[src/rtl/acsat_pkg.sv]
// Package: shared flag layout and limits for the accumulator clamp unit.
// Assumes flags are packed as {N,Z,C,V}, with V in bit 0.
package acsat_pkg;

    localparam int FLAG_W = 4;
    localparam int FL_V   = 0;
    localparam int FL_C   = 1;
    localparam int FL_Z   = 2;
    localparam int FL_N   = 3;

    // Flags this operation defines (C and V); N and Z are held.
    localparam logic [FLAG_W-1:0] UPD_MASK = 4'b0011;

    typedef logic [FLAG_W-1:0] flags_t;

    // Build the flag vector produced by the clamp operation.
    function automatic flags_t make_flags(input logic ovf);
        flags_t f;
        f        = '0;
        f[FL_V]  = ovf;
        f[FL_C]  = 1'b0;
        return f;
    endfunction

endpackage

[src/rtl/acsat_clamp.sv]
// Module: combinational clamp of a signed accumulator to [0, 2**RES_W-1],
// zero-extended back to DATA_W bits.
// Assumes DATA_W > RES_W + 1, so the upper limit is a positive signed value.
module acsat_clamp #(
    parameter int DATA_W = 32,
    parameter int RES_W  = 8
) (
    input  logic [DATA_W-1:0] acc_in,
    output logic [DATA_W-1:0] clamp_out
);

    localparam int PAD_W = DATA_W - RES_W;
    localparam logic [DATA_W-1:0] MAX_V = DATA_W'((64'd1 << RES_W) - 64'd1);

    logic signed [DATA_W-1:0] acc_s;
    logic        [RES_W-1:0]  res;
    logic                     at_hi;
    logic                     at_lo;

    assign acc_s = $signed(acc_in);

    // Signed compare against both bounds.
    always_comb begin
        at_hi = acc_s >= $signed(MAX_V);
        at_lo = acc_s <= $signed({DATA_W{1'b0}});
    end

    // Select the saturated or the passed-through byte.
    always_comb begin
        if (at_hi) begin
            res = {RES_W{1'b1}};
        end else if (at_lo) begin
            res = '0;
        end else begin
            res = acc_in[RES_W-1:0];
        end
    end

    generate
        if (PAD_W > 0) begin : g_pad
            assign clamp_out = {{PAD_W{1'b0}}, res};
        end else begin : g_nopad
            assign clamp_out = res;
        end
    endgenerate

endmodule

[src/rtl/acsat_wrport.sv]
// Module: registered register-file write port for the clamp result.
// Assumes one write per issued clamp operation; the source field never
// reaches this stage.
module acsat_wrport #(
    parameter int DATA_W = 32,
    parameter int IDX_W  = 3
) (
    input  logic              clk,
    input  logic              rst_n,
    input  logic              fire,
    input  logic [IDX_W-1:0]  dst_idx,
    input  logic [DATA_W-1:0] wdata_in,
    output logic              rf_we,
    output logic [IDX_W-1:0]  rf_waddr,
    output logic [DATA_W-1:0] rf_wdata
);

    // Capture the write request; enable lasts a single cycle.
    always_ff @(posedge clk) begin
        if (!rst_n) begin
            rf_we    <= 1'b0;
            rf_waddr <= '0;
            rf_wdata <= '0;
        end else begin
            rf_we <= fire;
            if (fire) begin
                rf_waddr <= dst_idx;
                rf_wdata <= wdata_in;
            end
        end
    end

endmodule

[src/rtl/acsat_flagpipe.sv]
// Module: pending-flag stage, status word and branch bypass.
// Assumes new flags commit on the next instruction issue after the one
// that produced them; only bits in UPD_MASK are ever written.
module acsat_flagpipe
    import acsat_pkg::*;
(
    input  logic   clk,
    input  logic   rst_n,
    input  logic   insn_step,
    input  logic   fire,
    input  flags_t new_flags,
    output flags_t stat_flags,
    output flags_t br_flags,
    output logic   pend_vld
);

    flags_t pend_q;
    flags_t stat_q;
    logic   commit;

    assign commit = insn_step && pend_vld;

    // Hold the flags of the last clamp operation until they commit.
    always_ff @(posedge clk) begin
        if (!rst_n) begin
            pend_vld <= 1'b0;
            pend_q   <= '0;
        end else if (fire) begin
            pend_vld <= 1'b1;
            pend_q   <= new_flags;
        end else if (commit) begin
            pend_vld <= 1'b0;
        end
    end

    genvar gi;
    generate
        for (gi = 0; gi < FLAG_W; gi++) begin : g_bit
            if (UPD_MASK[gi]) begin : g_upd
                // Commit this flag bit from the pending stage.
                always_ff @(posedge clk) begin
                    if (!rst_n) begin
                        stat_q[gi] <= 1'b0;
                    end else if (commit) begin
                        stat_q[gi] <= pend_q[gi];
                    end
                end
                assign br_flags[gi] = pend_vld ? pend_q[gi] : stat_q[gi];
            end else begin : g_hold
                // Flag not defined by this operation: keep its value.
                always_ff @(posedge clk) begin
                    if (!rst_n) begin
                        stat_q[gi] <= 1'b0;
                    end
                end
                assign br_flags[gi] = stat_q[gi];
            end
        end
    endgenerate

    assign stat_flags = stat_q;

endmodule

[src/rtl/acsat_unit.sv]
// Module: top of the accumulator clamp-and-flag unit.
// Assumes sat_op is meaningful only together with insn_step, and that
// register and immediate forms both take only dst_idx into account.
module acsat_unit
    import acsat_pkg::*;
#(
    parameter int DATA_W = 32,
    parameter int RES_W  = 8,
    parameter int NREG   = 8,
    localparam int IDX_W = $clog2(NREG)
) (
    input  logic              clk,
    input  logic              rst_n,
    input  logic              insn_step,
    input  logic              sat_op,
    input  logic              sat_imm,
    input  logic [IDX_W-1:0]  src_idx,
    input  logic [IDX_W-1:0]  dst_idx,
    input  logic [DATA_W-1:0] acc_in,
    input  logic              ovf_in,
    output logic              rf_we,
    output logic [IDX_W-1:0]  rf_waddr,
    output logic [DATA_W-1:0] rf_wdata,
    output logic [FLAG_W-1:0] stat_flags,
    output logic [FLAG_W-1:0] br_flags
);

    logic              fire;
    logic [DATA_W-1:0] clamp_val;
    flags_t            new_flags;
    logic              pend_vld;
    logic              unused_ops;

    // Both encodings execute; operand fields other than dst are dropped.
    assign fire       = insn_step && sat_op;
    assign unused_ops = sat_imm ^ (^src_idx);
    assign new_flags  = make_flags(ovf_in);

    acsat_clamp #(
        .DATA_W (DATA_W),
        .RES_W  (RES_W)
    ) u_clamp (
        .acc_in    (acc_in),
        .clamp_out (clamp_val)
    );

    acsat_wrport #(
        .DATA_W (DATA_W),
        .IDX_W  (IDX_W)
    ) u_wr (
        .clk      (clk),
        .rst_n    (rst_n),
        .fire     (fire),
        .dst_idx  (dst_idx),
        .wdata_in (clamp_val),
        .rf_we    (rf_we),
        .rf_waddr (rf_waddr),
        .rf_wdata (rf_wdata)
    );

    acsat_flagpipe u_flags (
        .clk        (clk),
        .rst_n      (rst_n),
        .insn_step  (insn_step),
        .fire       (fire),
        .new_flags  (new_flags),
        .stat_flags (stat_flags),
        .br_flags   (br_flags),
        .pend_vld   (pend_vld)
    );

endmodule

[config.mk]
export PLATFORM = sky130hd
export DESIGN_NAME = acsat_unit
export DESIGN_NICKNAME = d
export VERILOG_FILES = /design/src/rtl/acsat_pkg.sv /design/src/rtl/acsat_clamp.sv /design/src/rtl/acsat_wrport.sv /design/src/rtl/acsat_flagpipe.sv /design/src/rtl/acsat_unit.sv
export SDC_FILE = /design/constraint.sdc
export NUM_CORES = 1
export LEC_CHECK = 0
export CORE_MARGIN = 2
export CORE_UTILIZATION = 30
export CTS_CLUSTER_DIAMETER = 120
export CTS_CLUSTER_SIZE = 40
export DETAILED_ROUTE_END_ITERATION = 10
export PLACE_DENSITY = 0.79
export SLEW_MARGIN = 20
export SYNTH_ARGS = -nofsm -noshare
export SYNTH_HDL_FRONTEND = slang
export SYNTH_SLANG_ARGS = --single-unit
[constraint.sdc]
create_clock -name clk -period 1.65 [get_ports clk]
set_input_delay 0.33 -clock clk [delete_from_list [all_inputs] [get_ports clk]]
set_output_delay 0.33 -clock clk [all_outputs]
set_load 0.01 [all_outputs]
### After elaboration in Yosys (flattened, before gate mapping)

Index checks and enable logic that the tools add are counted.

* $lt $le $gt $ge: 2
* multiplexer cells: 5
* reduce and logical (&&, ||, !) cells: 3

Operator list (number)
* $ge A32 B9 Y1 const B: 1
* $le A32 B1 Y1 const B: 1
* $mux W8: 2
* $mux W1: 3
* $logic_and A1 B1 Y1: 2
* $reduce_bool A2 Y1: 1

* flip-flop bits (word level): 15
* output and inout port bits: 44
* logic and storage cells: 16

### Logic depth before layout (Yosys ltp)

Gate-level depths: netlist (run 1).

* depth in word-level cells: 3
* mapped depth: 4
* depth with buffers taken out: 4

### Modules after synthesis

A second synthesis (run 1) with hierarchy kept.

* cell total of the unflattened synthesis: 193
* area, all modules: 2009.4 µm²

Modules (own cells, without submodules)
* acsat_wrport: times used 1, cells an instance 114, area each 1378.8 µm², seq. area each 720.7 µm²
* acsat_clamp: times used 1, cells an instance 52, area each 381.6 µm², seq. area each 0.0 µm²
* acsat_flagpipe: times used 1, cells an instance 25, area each 239.0 µm², seq. area each 100.1 µm²
* acsat_unit: times used 1, cells an instance 2, area each 10.0 µm², seq. area each 0.0 µm²

### Worst setup path before layout (run 1)

No wires, ideal clock.

* kind: input to register
* from: in acc_in[22]
* to: reg u_wr.rf_wdata[0]
* library setup time: 0.122 ns
* data arrival time: 1.239 ns
* required time: 1.528 ns
* path slack: 0.289 ns
* cell stages on the path: 4
* path buffers: 0
* path through: nor4_1 and4_1 a31oi_4 a311o_1

* cells in the longest elaborated chain, start to end: 3
* elaborated cells between the ends (all ways): 4

RTL lines
* start: declaration: RTL line acsat_unit.sv:19 `input logic [DATA_W-1:0] acc_in,`
* $le A32 B1 Y1: RTL line acsat_clamp.sv:25 `at_lo = acc_s <= $signed({DATA_W{1'b0}});`
* $mux W8: RTL line acsat_clamp.sv:32 `end else if (at_lo) begin`
* $mux W8 *: RTL line acsat_clamp.sv:30 `if (at_hi) begin`
* end signal: assignment: RTL line acsat_wrport.sv:28 `rf_wdata <= wdata_in;`
* end: declaration: RTL line acsat_wrport.sv:15 `output logic [DATA_W-1:0] rf_wdata`

Every way passes the cells marked *; elsewhere a longest branch is shown, timed or not.
A chain may end at the register's enable or synchronous reset.

### Final worst setup path (run 1)

* from: in acc_in[14]
* to: reg u_wr.rf_wdata[5]

The elaborated chain is that of the path after synthesis.

==> impl_metrics.yaml, run 1 <==
detailed_routing:
  viasPerCell: 4.323
  num_vias: 869
  routed_wl_microns: 2201
  drt-initial-drc-count: 25
  first_pass_iters: 4
  drtAntennaViolNets: 0
  drcViolationCount: 0
  post_drt_wl_per_cell_microns: 10.95
timing:
  period_minus_slack_ns: 1.598
  rsz0062_at_grt: "no"
  fin_tns_setup_ns: 0
  skew_ns: 0.002954
  min_period_over_period: 0.9686
  setup_viol: 0
  maxSlewViolCount: 0
  max_freq_mhz: 625.7
  hold_violations: 0
setup_path:
  r2r_cells: 1
  path_class: "input port to flip-flop"
  crit_arrival_ns: 1.77
  endpoint_kind: "flip-flop"
  critPathSlowestCell: "clkdlybuf4s50_1"
  startpoint: "acc_in[14]"
  timing.rr.end: "u_wr.rf_wdata[4]"
  slowest_delay_ns: 0.41
  path_cells: "clkdlybuf4s50_1 -> nor4_2 -> and4_1 -> a31oi_4 -> a311o_1"
  path_delay_family: "simple AND/OR/NAND/NOR gates"
  cp.required_ns: 1.82
  worstPathMaxFanout: 8
  timing.rr.start: "u_wr.rf_wdata[4]"
  r2r_setup_slack_ns: 0.96
  critPathBufInv: 1
  worstSetupStartpointType: "input port"
cts:
  path_clk_slew_ns: 0.09
  root_buffer: "clkbuf_4"
  cts_hold_buf: 0
  clock_latency_ns: 0.28
  numCtsBuffers: 3
  cts_tree: "built"
  cts_htree_levels: 1
  cts_sinks: 15
  clk_path_buf_depth: 2
  post_cts_buffers: 0
global_routing:
  grt_first_pass_wirelength_microns: 3277
  grt_start_max_net_pins: 13
  grt-ovfl-total: 0
  first_global_vias: 825
  grt.total_usage: 0.1183
  antenna_found_initial: 0
finish:
  nNetsFinal: 202
  final.fill_count: 311
  stdcell_area_sq_um: 1504
  n_antenna_cell: 0
  drive_above_1_share: 0.1465
  final_util: 0.4926
  area_delta_synth_final_pct: 56.31
hold_path:
  min_to: "u_wr.rf_waddr[1]"
  hold_start: "u_wr.rf_waddr[1]"
  min_path_type: "flip-flop to flip-flop"
  hold_depth: 2
synth:
  yosysUniqueCellTypes: 20
  synth.cell_area_sq_um: 962.2
  syn_inst: 97
  avgSynthCellArea_sq_um: 9.919
  yosys_warnings: 0
  synth-seq-cells: 15
  yosysSeqAreaShare: 0.3121
outcome:
  outcome: "finished, final reports clean"
place:
  place_congestion: 0.6839
  place_hpwl_microns: 1863
  io_buffers: 53
  dpl_cell_area_sq_um: 1470
power_and_ir_drop:
  seqPwrFrac: 0.464
  leakagePower_nw: 0.6129
  power_density_nw_per_um2: 566.2
  ir_worst_vdd_v: 0.0002092
  combPwrFrac: 0.298
  sw_frac_of_total: 0.2649
  internal_power_uw: 625.9
  finalPower_uw: 851.5
  clkPwrFrac: 0.239
  switchingPower_uw: 225.6
floorplan:
  pin_count: 88
  coreArea_sq_um: 3053
  die_y_microns: 60.63
  rows: 20
  die_area_sq_um: 3676
  dieWidth_microns: 60.63
  start_util: 0.3152
job:
  cap_violations: 0
state kept, by name (all words and copies together), names as in the netlist:
signal              cells
u_wr.rf_wdata           8
u_wr.rf_waddr           3
u_flags.pend_q          1
u_flags.pend_vld        1
u_flags.stat_flags      1
u_wr.rf_we              1
cell usage in the layout (no fill, tap or decap), types with 2 or more instances in the layout:
cell,instances
nor4_4,2
and4b_1,5
clkbuf_4,3
and4b_2,3
nand2_1,11
conb_1,30
buf_4,7
a311o_1,8
nor4_2,2
a21boi_0,6
clkdlybuf4s50_1,52
dfxtp_1,14
nor4_1,2
metrics by stage:
stage	setup WS, ns	hold WS [ns]	instances
after floorplan	0.2886	0.4532	126
after global placement	-0.2279	0.4481	197
after detailed placement	-0.2864	0.4671	197
after CTS	0.008013	0.4806	201
after global routing	0.004755	0.4997	201
final	0.05174	0.4750	201
cell families (layout without fill, tap and decap cells):
group,count (synthesis),in the layout,synth area share
buf+inv,34,65,0.2692
simple gates,31,31,0.2510
other cells,1,30,0.003897
flops,15,15,0.3121
compound gates,15,15,0.1521
mux,1,1,0.01170
power by group through the flow:
stage                     combinational (mW)  clock, mW  sequential (mW)
after floorplan                        0.135          0            0.410
after global placement                 0.249          0            0.402
after detailed placement               0.253          0            0.403
after CTS                              0.254      0.213            0.395
after global routing                   0.275      0.228            0.397
final                                  0.254      0.203            0.395
cell usage after synthesis:
master | number | area (sq um)
and4b_1 | 5 | 50.05
nand3_1 | 1 | 5.000
nand2_1 | 11 | 41.29
nand3b_1 | 1 | 7.510
mux2_2 | 1 | 11.26
and4_1 | 1 | 8.760
buf_6 | 1 | 11.26
a21boi_0 | 6 | 45.04
and4b_2 | 3 | 33.78
dfxtp_1 | 15 | 300.3
and3_1 | 1 | 6.260
and2_4 | 1 | 8.760
nand2b_1 | 1 | 6.260
a31oi_4 | 1 | 21.27
nor4_4 | 2 | 42.54
buf_4 | 33 | 247.7
a311o_1 | 8 | 80.08
conb_1 | 1 | 3.750
nor4_1 | 3 | 18.77
nor4_2 | 1 | 12.51
layout make-up:
type / count / area (sq um) / area share
Clock inverter: 1 / 5.005 / 0.003328
Sequential cell: 15 / 301.5 / 0.2005
Clock buffer: 3 / 22.52 / 0.01498
Multi-Input combinational cell: 77 / 518.0 / 0.3444
Tap cell: 44 / 55.05 / 0.03661
Timing Repair Buffer: 61 / 601.8 / 0.4002
worst max-delay path by stage:
stage / endpoint / cells past startpoint
finish: u_wr.rf_wdata[5] / 5
global route: u_wr.rf_wdata[5] / 5
detailed placement: u_wr.rf_wdata[4] / 5
CTS: u_wr.rf_wdata[4] / 5
floorplan: u_wr.rf_wdata[0] / 4
global placement: u_wr.rf_wdata[6] / 5
tightest hold or removal path, stage by stage (launching register included):
cell	delay, ns
dfxtp_1	0.32
nand2_1	0.05
a21boi_0	0.07
metal layers:
layer / routed length (microns) / GRT usage / up-vias
met4: 25 / 0.05901 / 0
met2: 1164 / 0.2151 / 59
met5: 0 / 0 / -
met1: 742 / 0.1232 / 390
li1: - / - / 418
met3: 269 / 0.03412 / 2
repair_timing:
action / in CTS / in global routing
endpoints found under the setup margin: 1 / 8
resized for setup: 2 / 1
pin swaps: 0 / 3
(Power assumes the default switching activity.)
==> inputs of run 2 (changes only) <==
==> constraint.sdc (replaced) <==
create_clock -name clk -period 1.65 [get_ports clk]
set_input_delay 0.495 -clock clk [delete_from_list [all_inputs] [get_ports clk]]
set_output_delay 0.495 -clock clk [all_outputs]
set_load 0.01 [all_outputs]
==> impl_metrics.yaml, run 2 (synthesized netlist as in run 1, its figures left out) <==
finish:
  n_antenna_cell: 0
  final_util: 0.4902
  reg.largest.list: "u_wr.rf_wdata: 8 flops, u_wr.rf_waddr: 3 flops"
  largest_register_ffs: 8
  nNetsFinal: 203
  final_cell_mix: "conb_1, dlygate4sd2_1, clkdlybuf4s50_1"
  area_delta_synth_final_pct: 55.53
  largest-register: "u_wr.rf_wdata"
  drive_above_1_share: 0.1519
  multi_input_area_sq_um: 518.0
  seqCellArea_sq_um: 301.5
  final.fill_count: 326
  layout_commonest_cell: "conb_1"
detailed_routing:
  first_pass_iters: 3
  viasPerCell: 4.277
  routed_wl_microns: 2384
  drcViolationCount: 0
  drt-initial-drc-count: 35
  drtAntennaViolNets: 0
  post_drt_wl_per_cell_microns: 11.80
  num_vias: 864
hold_path:
  min_to: "u_wr.rf_waddr[0]"
  hold_depth: 2
  hold_start: "u_wr.rf_waddr[0]"
  min_path_type: "flip-flop to flip-flop"
global_routing:
  antenna_found_initial: 0
  grt_first_pass_wirelength_microns: 3525
  grt.total_usage: 0.1284
  first_global_vias: 857
  grt-ovfl-total: 0
  grt_start_max_net_pins: 13
timing:
  maxSlewViolCount: 0
  min_period_over_period: 0.9860
  skew_ns: 0.0001792
  setup_viol: 0
  hold_ws_ns: 0.4618
  max_freq_mhz: 614.7
  hold_violations: 0
  period_minus_slack_ns: 1.627
power_and_ir_drop:
  leakagePower_nw: 0.7610
  finalPower_uw: 829.3
  ir_worst_vdd_v: 0.0001804
  power_density_nw_per_um2: 554.2
setup_path:
  path_class: "input port to flip-flop"
  crit_arrival_ns: 1.79
  worstSetupStartpointType: "input port"
  worstPathMaxFanout: 8
  r2r_cells: 4
  endpoint_kind: "flip-flop"
  r2r_setup_slack_ns: 0.83
  startpoint: "acc_in[29]"
  timing.rr.start: "u_flags.pend_vld"
  timing.rr.end: "u_flags.stat_flags[0]"
  cp.required_ns: 1.82
cts:
  path_clk_slew_ns: 0.08
  root_buffer: "clkbuf_4"
  numCtsBuffers: 3
  cts_hold_buf: 0
  cts_sinks: 15
  cts_htree_levels: 1
  post_cts_buffers: 0
  clk_path_buf_depth: 2
  clock_latency_ns: 0.27
  cts_tree: "built"
place:
  place_hpwl_microns: 1911
  io_buffers: 53
  place_congestion: 0.6848
floorplan:
  start_util: 0.3152
  coreArea_sq_um: 3053
  pin_count: 88
  rows: 20
  die_area_sq_um: 3676
  die_y_microns: 60.63
  dieWidth_microns: 60.63
job:
  cap_violations: 0
outcome:
  outcome: "finished, final reports clean"
run 2: critical path: stages:
cell and delay (ns):
clkdlybuf4s50_1 0.44, nor4_4 0.33, a31oi_4 0.18, a311o_1 0.34
run 2: area by class of cell:
class                           count  share of cell area
Multi-Input combinational cell     77              0.3462
Timing Repair Buffer               62              0.3980
Sequential cell                    15              0.2015
Clock buffer                        4             0.01756
Tap cell                           44             0.03679
run 2: report_power, final:
group	leakage, nW	total [mW]	switching, mW	internal (mW)
Sequential	0.123	0.393	0.00986	0.383
Clock	0.0150	0.204	0.111	0.0936
Combinational	0.623	0.232	0.103	0.128
run 2: through the flow:
stage / setup TNS, ns / std cells / instance area, sq um / setup WS [ns]
final: 0 / 202 / 1496 / 0.02309
after global routing: -0.02474 / 202 / 1496 / -0.02474
after CTS: 0 / 202 / 1470 / 0.005774
after detailed placement: -4.218 / 198 / 1478 / -0.4509
after global placement: -3.594 / 198 / 1478 / -0.3943
after floorplan: 0 / 126 / 1071 / 0.1236
run 2: how the worst max path moves through the flow:
stage                  endpoint  slack [ns]  depth (start not counted)
2_1_floorplan  u_wr.rf_wdata[0]        0.12                          4
3_3_place_gp   u_wr.rf_wdata[6]       -0.39                          5
3_5_place_dp   u_wr.rf_wdata[4]       -0.45                          5
6_report       u_wr.rf_wdata[1]        0.02                          4
5_1_grt        u_wr.rf_wdata[1]       -0.02                          5
4_1_cts             rf_waddr[0]       0.006                          1
run 2: routing by layer:
layer  up-vias  track usage  wire length, microns
met2        55       0.2473                  1273
met1       393       0.1286                   853
li1        416            -                     -
met5         -            0                     0
met3         0      0.04478                   257
met4         0      0.03727                     0
run 2: repair_timing:
item | 4_1_cts | 5_1_grt
gates resized for setup | 29 | 9
gates cloned | 0 | 0
setup endpoints to repair | 19 | 10
pin swaps | 14 | 9
